==> config.mk <==
export PLATFORM = sky130hd
export DESIGN_NAME = miss_classifier
export DESIGN_NICKNAME = d
export VERILOG_FILES = /design/src/rtl/mcc_pkg.sv /design/src/rtl/mcc_seen_map.sv /design/src/rtl/mcc_lru_shadow.sv /design/src/rtl/mcc_sat_counter.sv /design/src/rtl/miss_classifier.sv
export SDC_FILE = /design/constraint.sdc
export NUM_CORES = 1
export LEC_CHECK = 0
export CORE_MARGIN = 2
export CORE_UTILIZATION = 35
export CTS_BUF_LIST = sky130_fd_sc_hd__clkbuf_4
export CTS_CLUSTER_DIAMETER = 30
export CTS_CLUSTER_SIZE = 30
export DETAILED_ROUTE_END_ITERATION = 12
export SETUP_SLACK_MARGIN = 0.2
export SYNTH_ARGS = -nofsm -noshare
export SYNTH_HDL_FRONTEND = slang
export SYNTH_SLANG_ARGS = --single-unit
export TNS_END_PERCENT = 20
==> constraint.sdc <==
create_clock -name clk -period 3.4 [get_ports clk]
set_input_delay 0.68 -clock clk [delete_from_list [all_inputs] [get_ports clk]]
set_output_delay 0.68 -clock clk [all_outputs]
set_load 0.1 [all_outputs]
==> src/rtl/mcc_pkg.sv <==
package mcc_pkg;
  // Class codes reported per access.
  typedef enum logic [1:0] {
    CLS_HIT      = 2'b00,
    CLS_FIRST    = 2'b01,
    CLS_CAPACITY = 2'b10,
    CLS_CONFLICT = 2'b11
  } miss_cls_e;
endpackage

==> src/rtl/mcc_seen_map.sv <==
// One bit per block address: set the first time the block is accessed.
module mcc_seen_map #(
  parameter int BLK_W = 8
) (
  input  logic             clk,
  input  logic             rst_n,
  input  logic [BLK_W-1:0] look_blk,
  input  logic             set_en,
  output logic             seen
);
  localparam int DEPTH = 1 << BLK_W;

  logic [DEPTH-1:0] seen_q;

  assign seen = seen_q[look_blk];

  always_ff @(posedge clk or negedge rst_n) begin
    if (!rst_n) begin
      seen_q <= '0;
    end else if (set_en) begin
      seen_q[look_blk] <= 1'b1;
    end
  end
endmodule

==> src/rtl/mcc_lru_shadow.sv <==
// Fully-associative shadow tag store with true LRU ordering.
// Each way holds an age; the ages always form a permutation of 0..LINES-1,
// age 0 is the most recently used way and age LINES-1 is the eviction victim.
module mcc_lru_shadow #(
  parameter int BLK_W = 8,
  parameter int LINES = 4
) (
  input  logic             clk,
  input  logic             rst_n,
  input  logic             acc_en,
  input  logic [BLK_W-1:0] acc_blk,
  output logic             present
);
  localparam int AGE_W = (LINES > 1) ? $clog2(LINES) : 1;
  localparam logic [AGE_W-1:0] OLDEST = AGE_W'(LINES - 1);

  logic [BLK_W-1:0] tag_q [LINES];
  logic [AGE_W-1:0] age_q [LINES];
  logic [LINES-1:0] vld_q;

  logic [LINES-1:0] hit_vec;
  logic [LINES-1:0] victim_vec;
  logic [LINES-1:0] pick_vec;
  logic [AGE_W-1:0] pick_age;

  for (genvar w = 0; w < LINES; w++) begin : g_cmp
    assign hit_vec[w]    = vld_q[w] && (tag_q[w] == acc_blk);
    assign victim_vec[w] = (age_q[w] == OLDEST);
  end

  assign present  = |hit_vec;
  assign pick_vec = present ? hit_vec : victim_vec;

  always_comb begin
    pick_age = '0;
    for (int w = 0; w < LINES; w++) begin
      if (pick_vec[w]) begin
        pick_age = pick_age | age_q[w];
      end
    end
  end

  for (genvar w = 0; w < LINES; w++) begin : g_way
    always_ff @(posedge clk or negedge rst_n) begin
      if (!rst_n) begin
        tag_q[w] <= '0;
        vld_q[w] <= 1'b0;
        age_q[w] <= AGE_W'(w);
      end else if (acc_en) begin
        if (pick_vec[w]) begin
          tag_q[w] <= acc_blk;
          vld_q[w] <= 1'b1;
          age_q[w] <= '0;
        end else if (age_q[w] < pick_age) begin
          age_q[w] <= age_q[w] + 1'b1;
        end
      end
    end
  end
endmodule

==> src/rtl/mcc_sat_counter.sv <==
// Counter that stops at its all-ones value.
module mcc_sat_counter #(
  parameter int CNT_W = 8
) (
  input  logic             clk,
  input  logic             rst_n,
  input  logic             inc,
  output logic [CNT_W-1:0] count
);
  localparam logic [CNT_W-1:0] TOP = {CNT_W{1'b1}};

  always_ff @(posedge clk or negedge rst_n) begin
    if (!rst_n) begin
      count <= '0;
    end else if (inc && (count != TOP)) begin
      count <= count + 1'b1;
    end
  end
endmodule

==> src/rtl/miss_classifier.sv <==
module miss_classifier #(
  parameter int BLK_W = 8,
  parameter int LINES = 4,
  parameter int CNT_W = 8
) (
  input  logic             clk,
  input  logic             rst_n,
  input  logic             in_valid,
  output logic             in_ready,
  input  logic [BLK_W-1:0] in_blk,
  input  logic             in_hit,
  output logic             out_valid,
  output logic [1:0]       out_class,
  output logic [CNT_W-1:0] cnt_compulsory,
  output logic [CNT_W-1:0] cnt_capacity,
  output logic [CNT_W-1:0] cnt_conflict
);
  import mcc_pkg::*;

  localparam int NCLS = 3;

  logic      accept;
  logic      blk_seen;
  logic      blk_in_shadow;
  miss_cls_e cls_next;
  logic [NCLS-1:0] inc_vec;
  logic [CNT_W-1:0] cnt_arr [NCLS];

  assign in_ready = 1'b1;
  assign accept   = in_valid && in_ready;

  mcc_seen_map #(.BLK_W(BLK_W)) u_seen (
    .clk      (clk),
    .rst_n    (rst_n),
    .look_blk (in_blk),
    .set_en   (accept),
    .seen     (blk_seen)
  );

  mcc_lru_shadow #(.BLK_W(BLK_W), .LINES(LINES)) u_shadow (
    .clk     (clk),
    .rst_n   (rst_n),
    .acc_en  (accept),
    .acc_blk (in_blk),
    .present (blk_in_shadow)
  );

  always_comb begin
    if (in_hit)              cls_next = CLS_HIT;
    else if (!blk_seen)      cls_next = CLS_FIRST;
    else if (!blk_in_shadow) cls_next = CLS_CAPACITY;
    else                     cls_next = CLS_CONFLICT;
  end

  // Counter k counts class code k+1.
  for (genvar k = 0; k < NCLS; k++) begin : g_cnt
    assign inc_vec[k] = accept && (cls_next == miss_cls_e'(k + 1));
    mcc_sat_counter #(.CNT_W(CNT_W)) u_cnt (
      .clk   (clk),
      .rst_n (rst_n),
      .inc   (inc_vec[k]),
      .count (cnt_arr[k])
    );
  end

  assign cnt_compulsory = cnt_arr[0];
  assign cnt_capacity   = cnt_arr[1];
  assign cnt_conflict   = cnt_arr[2];

  always_ff @(posedge clk or negedge rst_n) begin
    if (!rst_n) begin
      out_valid <= 1'b0;
      out_class <= 2'b00;
    end else begin
      out_valid <= accept;
      if (accept) begin
        out_class <= cls_next;
      end
    end
  end
endmodule

==> flow_metrics.py, run 1 <==
metrics = {
    "synthesis": {
        "avgSynthCellArea_sq_um": 12.9,
        "synthXorXnorAreaFrac_pct": 3.08,
        "synth.area.mux_share_pct": 13.6,
        "synth_fa_ha_area_share_pct": 0.933,
        "synth_top_family_by_area": "compound AO/OA/AOI/OAI gates",
        "synth.cells.most_frequent": "dfrtp_1, a21o_1, o21bai_1",
        "synth_warnings": 0,
        "syn-cell-area_sq_um": 14700,
        "yosys-top-cells-area": "dfrtp_1, mux4_2, a21o_1, o21bai_1, mux2_2",
        "yosysUniqueCellTypes": 64,
        "synthMostInstantiatedCell": "dfrtp_1",
        "synthCells": 1141,
        "synth_area_leader_cell": "dfrtp_1",
        "ys_async_sr_fraction_pct": 100,
        "synthSimpleGateAreaFrac_pct": 8.13,
        "synth_top_area_share_pct": 54.8,
        "synth_edf_count": 0,
        "ys.flop_type": "dfrtp_1",
        "synth_compound_area_share_pct": 15.8,
        "syn_nets": 1164,
        "ys_seq_elements": 327,
        "synth-seq-area-share_pct": 55.5,
    },
    "critical_path": {
        "worstPathCellList": "clkdlybuf4s50_1",
        "required_ps": 2720,
        "cp-start-kind": "flip-flop",
        "worst_r2r_endpoint": "g_cnt[0].u_cnt.count[4]$_DFFE_PN0P_",
        "crit_path_top_delay_cell": "clkdlybuf4s50_1",
        "r2r-start": "u_seen.seen_q[7]$_DFFE_PN0P_",
        "end_kind": "output pin",
        "r2r_cells": 8,
        "cp.arrival_ps": 2300,
        "crit_type": "reg2out",
        "critPathBufInv": 1,
        "cp_max_fo": 2,
        "path_delay_family": "buffers and inverters",
        "slowest_delay_ps": 1140,
        "r2r_slack_ps": 580,
    },
    "timing": {
        "drv_slew": 0,
        "period_minus_slack_ps": 2980,
        "finalWorstSetupSlack_ps": 421,
        "rsz0062_at_grt": "no",
        "fin_setup_tns_ps": 0,
        "max_freq_ghz": 0.336,
        "setup_violations": 0,
        "fin_skew_ps": 65.4,
        "post-route-period-util_pct": 87.6,
        "slew_headroom_pct": 18.0,
        "tightest_slew_ps": 1230,
        "hold_viol": 0,
    },
    "place": {
        "dp_slack_ps": -227,
        "placed_cell_area_sq_um": 16500,
        "gp_congestion": 0.833,
        "dpl.cell_count": 1761,
        "hpwlAfterDp_um": 25000,
        "portBuffers": 38,
    },
    "die": {
        "ios": 40,
        "die_y_um": 209,
        "die-width_um": 209,
        "initial_core_util_pct": 35.3,
        "fp.coreArea_sq_um": 41800,
        "fp-row-count": 75,
        "die_area_sq_um": 43800,
    },
    "clock_network": {
        "clock-sinks": 327,
        "post-cts-setup-buffers": 0,
        "cts_made_buffers": 76,
        "clockBufferDepth": 3,
        "clkLatencyLatePin_ps": 850,
        "tritoncts": "built",
        "cts.reportedPaths.clkPinSlew_ps": 70,
        "root_buffer": "clkbuf_4",
        "h-tree-depth": 3,
    },
    "grt": {
        "grt_pass1_wl_um": 60000,
        "grt_pass1_vias": 10500,
        "grt_max_degree": 99,
        "grt.total_usage_pct": 17.7,
        "antenna_found_initial": 2,
        "overflow": 0,
    },
    "detailed_routing": {
        "avgRoutedWirePerCell_um": 19.5,
        "ant_nets": 0,
        "drc": 0,
        "vias": 10000,
        "drt-pass1-iter-count": 5,
        "vias_per_cell": 5.27,
        "first_iter_violations": 606,
        "wirelength_um": 37200,
    },
    "cells_and_area": {
        "stdcell_count": 1904,
        "syn_to_final_growth_pct": 20.7,
        "multi_input_area_sq_um": 6170,
        "utilization_pct": 42.6,
        "drive_above_1_share_pct": 29.6,
        "n_fill_cell": 3896,
        "layout.nets": 1324,
        "postLayoutCellArea_sq_um": 17800,
        "seqCellArea_sq_um": 8190,
    },
    "hold_path": {
        "min_to": "u_shadow.tag_q[9]$_DFFE_PN0P_",
        "min_from": "in_blk[1]",
        "hold_path_depth": 3,
        "hold_class": "in2reg",
    },
    "outcome": {
        "status": "complete, no violations",
    },
    "flow_run": {
        "drv_cap": 0,
    },
    "power_and_ir_drop": {
        "powerDensity_nw_per_um2": 567,
        "p_leak_nw": 9.41,
        "ir_worst_vdd_mv": 0.382,
    },
}
[repair_timing]
item,in CTS,in global routing
hold buffers,1,0
resized for setup,0,0
hold endpoints to repair,86,0
[layout make-up]
type / instances / share of cell area (%)
tap: 539 / 3.79
inverter: 8 / 0.169
clock buffer: 83 / 3.50
sequential: 327 / 46.0
multi-input combinational: 728 / 34.7
timing repair buffer: 160 / 8.01
clock inverter: 54 / 3.79
antenna: 5 / 0.0703
[where the power goes]
group | leakage [nW] | switching [mW] | internal, mW
registers | 4.43 | 0.213 | 4.20
clock network | 0.695 | 1.78 | 2.40
logic | 4.29 | 0.935 | 0.568
total | 9.41 | 2.93 | 7.17
[placed cells by master (no fill, tap or decap), types with 6 or more instances in the layout]
cell / netlist / routed
nand2b_1: 19 / 19
buf_12: 3 / 16
a21o_1: 182 / 182
or3_1: 6 / 6
a21oi_1: 8 / 8
buf_4: 5 / 130
inv_1: 8 / 8
o21bai_1: 76 / 76
nand3_1: 23 / 23
xnor2_1: 40 / 40
bufinv_16: 0 / 15
mux2_2: 33 / 33
mux4_2: 65 / 65
dfrtp_1: 323 / 323
clkinv_2: 0 / 9
nand4_1: 14 / 14
nor3_2: 2 / 7
nand2_1: 66 / 66
mux2i_1: 14 / 14
clkdlybuf4s50_1: 0 / 9
clkinvlp_4: 0 / 7
and3_1: 7 / 7
nor2b_1: 10 / 10
clkbuf_4: 0 / 83
or2_2: 7 / 7
clkinv_1: 0 / 12
xor2_1: 10 / 10
ha_1: 11 / 11
clkinv_4: 0 / 6
nor3_1: 21 / 16
nor2_1: 39 / 39
o21ai_0: 13 / 13
[per-layer routing]
| metal | global-route usage (%) | vias up | part of all wire, % |
|---|---|---|---|
| met5 | 0 | - | 0 |
| met4 | 5.89 | 0 | 2.6 |
| met3 | 5.07 | 72 | 5.4 |
| met2 | 27.3 | 257 | 46 |
| met1 | 24.1 | 5169 | 46 |
| li1 | - | 4529 | - |
[flip-flops by register name, indices dropped and copies added, names as in the netlist]
signal / flops
u_shadow.tag_q: 32
out_class: 2
u_seen.seen_q: 256
u_shadow.vld_q: 4
out_valid: 1
g_cnt.u_cnt.count: 24
u_shadow.age_q: 8
[worst max path at each step]
stage	slack [ps]	startpoint	depth (start not counted)	to
global placement	-210	in_blk[3]	14	u_shadow.age_q[0]$_DFFE_PN1P_
CTS	340	out_class[1]$_DFFE_PN0P_	1	out_class[1]
global route	310	u_seen.seen_q[7]$_DFFE_PN0P_	8	g_cnt[0].u_cnt.count[4]$_DFFE_PN0P_
finish	420	out_class[0]$_DFFE_PN0P_	1	out_class[0]
detailed placement	-230	in_blk[3]	13	u_shadow.age_q[7]$_DFFE_PN0P_
floorplan	120	in_blk[0]	15	u_shadow.age_q[6]$_DFFE_PN0P_
[metrics by stage]
step                hold WS (ps)  total power, mW
floorplan                    384             5.48
global placement             432             5.98
detailed placement           438             6.01
CTS                          335             10.2
global route                 359             10.6
finish                       409             10.1
[logic make-up after synthesis]
kind of cell    count (synthesis)
mux                           115
xor+xnor                       51
other cells                     1
buf+inv                        86
simple gates                  236
flops                         327
compound gates                314
fa+ha+maj                      11
No activity file was read; power rests on OpenSTA's default activity.
==> run 2: changes to the inputs <==
--- a/config.mk
+++ b/config.mk
@@ -11,6 +11,8 @@
 export CTS_CLUSTER_DIAMETER = 30
 export CTS_CLUSTER_SIZE = 30
 export DETAILED_ROUTE_END_ITERATION = 12
+export GPL_ROUTABILITY_DRIVEN = 1
+export PLACE_DENSITY = 0.53
 export SETUP_SLACK_MARGIN = 0.2
 export SYNTH_ARGS = -nofsm -noshare
 export SYNTH_HDL_FRONTEND = slang
==> run 2 against run 1 <==
Net effect: routed wire length grew 3.0%; clock-buffer cell count rose by 5; non-clock buffer count up 2; clock skew down 14 ps; final cell count rose by 0.68%; critical path depth unchanged; via count is 0.13% higher; first-iteration DRC count is 13% lower; hold slack worse by 130 ps; final area is 0.37% higher; global-route usage up 0.34 points; critical endpoint unchanged.
==> flow_metrics.py, run 2 (same netlist as run 1, synthesis figures left out) <==
metrics = {
    "outcome": {
        "status": "complete, no violations",
    },
    "die": {
        "ios": 40,
        "fp.coreArea_sq_um": 41800,
        "fp-row-count": 75,
        "die-width_um": 209,
        "initial_core_util_pct": 35.3,
        "die_y_um": 209,
        "die_area_sq_um": 43800,
    },
    "grt": {
        "antenna_found_initial": 2,
        "grt.total_usage_pct": 18.0,
        "grt_pass1_wl_um": 60700,
        "overflow": 0,
        "grt_pass1_vias": 10600,
        "grt_max_degree": 81,
    },
    "power_and_ir_drop": {
        "ir_worst_vdd_mv": 0.516,
        "total_power_mw": 10.4,
        "p_leak_nw": 9.44,
        "powerDensity_nw_per_um2": 579,
    },
    "timing": {
        "tightest_slew_ps": 1010,
        "fin_setup_tns_ps": 0,
        "max_freq_ghz": 0.342,
        "setup_violations": 0,
        "hold_viol": 0,
        "post-route-period-util_pct": 86.0,
        "slew_headroom_pct": 32.4,
        "period_minus_slack_ps": 2920,
        "fin_skew_ps": 51.0,
        "finalWorstSetupSlack_ps": 476,
        "drv_slew": 0,
        "rsz0062_at_grt": "no",
    },
    "cells_and_area": {
        "syn_to_final_growth_pct": 21.2,
        "drive_above_1_share_pct": 29.8,
        "stdcell_count": 1917,
        "largest_register_ffs": 256,
        "multi_input_area_sq_um": 6170,
        "n_fill_cell": 3905,
        "seqCellArea_sq_um": 8190,
        "top_register": "u_seen.seen_q",
        "final_common_cell": "dfrtp_1",
        "final_cell_mix": "dfrtp_1, a21o_1, buf_4",
        "layout.nets": 1330,
        "reg_top3": "u_seen.seen_q: 256 flops, u_shadow.tag_q: 32 flops, g_cnt.u_cnt.count: 24 flops",
    },
    "critical_path": {
        "crit_path_end": "out_class[0]",
        "r2r-start": "u_shadow.tag_q[16]$_DFFE_PN0P_",
        "slowest_delay_ps": 1130,
        "required_ps": 2720,
        "r2r_cells": 11,
        "cp.arrival_ps": 2240,
        "cp.depth": 1,
        "cp-start-kind": "flip-flop",
        "worst_r2r_endpoint": "u_shadow.age_q[5]$_DFFE_PN0P_",
        "path_delay_family": "buffers and inverters",
        "crit_path_top_delay_cell": "clkdlybuf4s50_1",
        "critPathBufInv": 1,
        "end_kind": "output pin",
        "crit_start": "out_class[0]$_DFFE_PN0P_",
        "r2r_slack_ps": 670,
        "crit_type": "reg2out",
        "cp_max_fo": 2,
        "worstPathCellList": "clkdlybuf4s50_1",
    },
    "clock_network": {
        "cts.reportedPaths.clkPinSlew_ps": 90,
        "clkLatencyLatePin_ps": 810,
        "tritoncts": "built",
        "clock-sinks": 327,
        "h-tree-depth": 3,
        "root_buffer": "clkbuf_4",
        "clockBufferDepth": 3,
        "cts_repair_resize_count": 0,
        "post-cts-setup-buffers": 0,
        "cts_made_buffers": 80,
    },
    "hold_path": {
        "min_from": "in_blk[5]",
        "hold_class": "in2reg",
    },
    "place": {
        "hpwlAfterDp_um": 25300,
        "dp_slack_ps": -174,
        "dpl.cell_count": 1763,
        "gp_congestion": 0.839,
        "portBuffers": 38,
    },
    "detailed_routing": {
        "wirelength_um": 38300,
        "ant_nets": 0,
        "drt-pass1-iter-count": 7,
        "vias_per_cell": 5.24,
        "drc": 0,
        "vias": 10000,
        "avgRoutedWirePerCell_um": 20.0,
        "first_iter_violations": 527,
    },
    "flow_run": {
        "drv_cap": 0,
    },
}
-- run 2: stage by stage --
| step | utilization (%) | area [sq um] | hold WS (ps) |
|---|---|---|---|
| finish | 42.8 | 17900 | 277 |
| global route | 42.8 | 17900 | 228 |
| CTS | 42.8 | 17900 | 222 |
| detailed placement | 39.4 | 16400 | 439 |
| global placement | 39.4 | 16400 | 432 |
| floorplan | - | 14800 | 384 |
-- run 2: report_power, final --
part / total [mW] / switching [mW] / internal (mW)
Combinational: 1.51 / 0.945 / 0.562
Sequential: 4.42 / 0.213 / 4.20
Clock: 4.43 / 1.81 / 2.62
-- run 2: layer usage --
metal	global-route usage (%)	up-vias	part of all wire [%]
met1	25.5	5224	48
met5	0	-	0
li1	-	4556	-
met3	4.07	65	3.9
met2	27.3	195	46
met4	6.70	0	2.2
-- run 2: area by class of cell --
| class | instances | area share, % |
|---|---|---|
| Timing Repair Buffer | 162 | 7.75 |
| Clock buffer | 88 | 3.70 |
| Inverter | 8 | 0.168 |
| Multi-Input combinational cell | 728 | 34.6 |
| Antenna cell | 5 | 0.0700 |
| Sequential cell | 327 | 45.8 |
| Clock inverter | 60 | 4.17 |
| Tap cell | 539 | 3.77 |
-- run 2: timing repair --
item | in CTS | in global routing
setup endpoints to repair | 0 | 0
hold buffers | 1 | 0
endpoints found under the hold margin | 67 | 0
-- run 2: how the worst min path moves through the flow --
| stage | end | slack, ps | cells after the start |
|---|---|---|---|
| 3_5_place_dp | u_seen.seen_q[102]$_DFFE_PN0P_ | 440 | 1 |
| 5_1_grt | u_shadow.tag_q[13]$_DFFE_PN0P_ | 230 | 2 |
| 3_3_place_gp | u_seen.seen_q[22]$_DFFE_PN0P_ | 430 | 1 |
| 2_1_floorplan | g_cnt[0].u_cnt.count[0]$_DFFE_PN0P_ | 380 | 0 |
| 6_report | u_shadow.tag_q[13]$_DFFE_PN0P_ | 280 | 2 |
| 4_1_cts | u_shadow.tag_q[13]$_DFFE_PN0P_ | 220 | 2 |
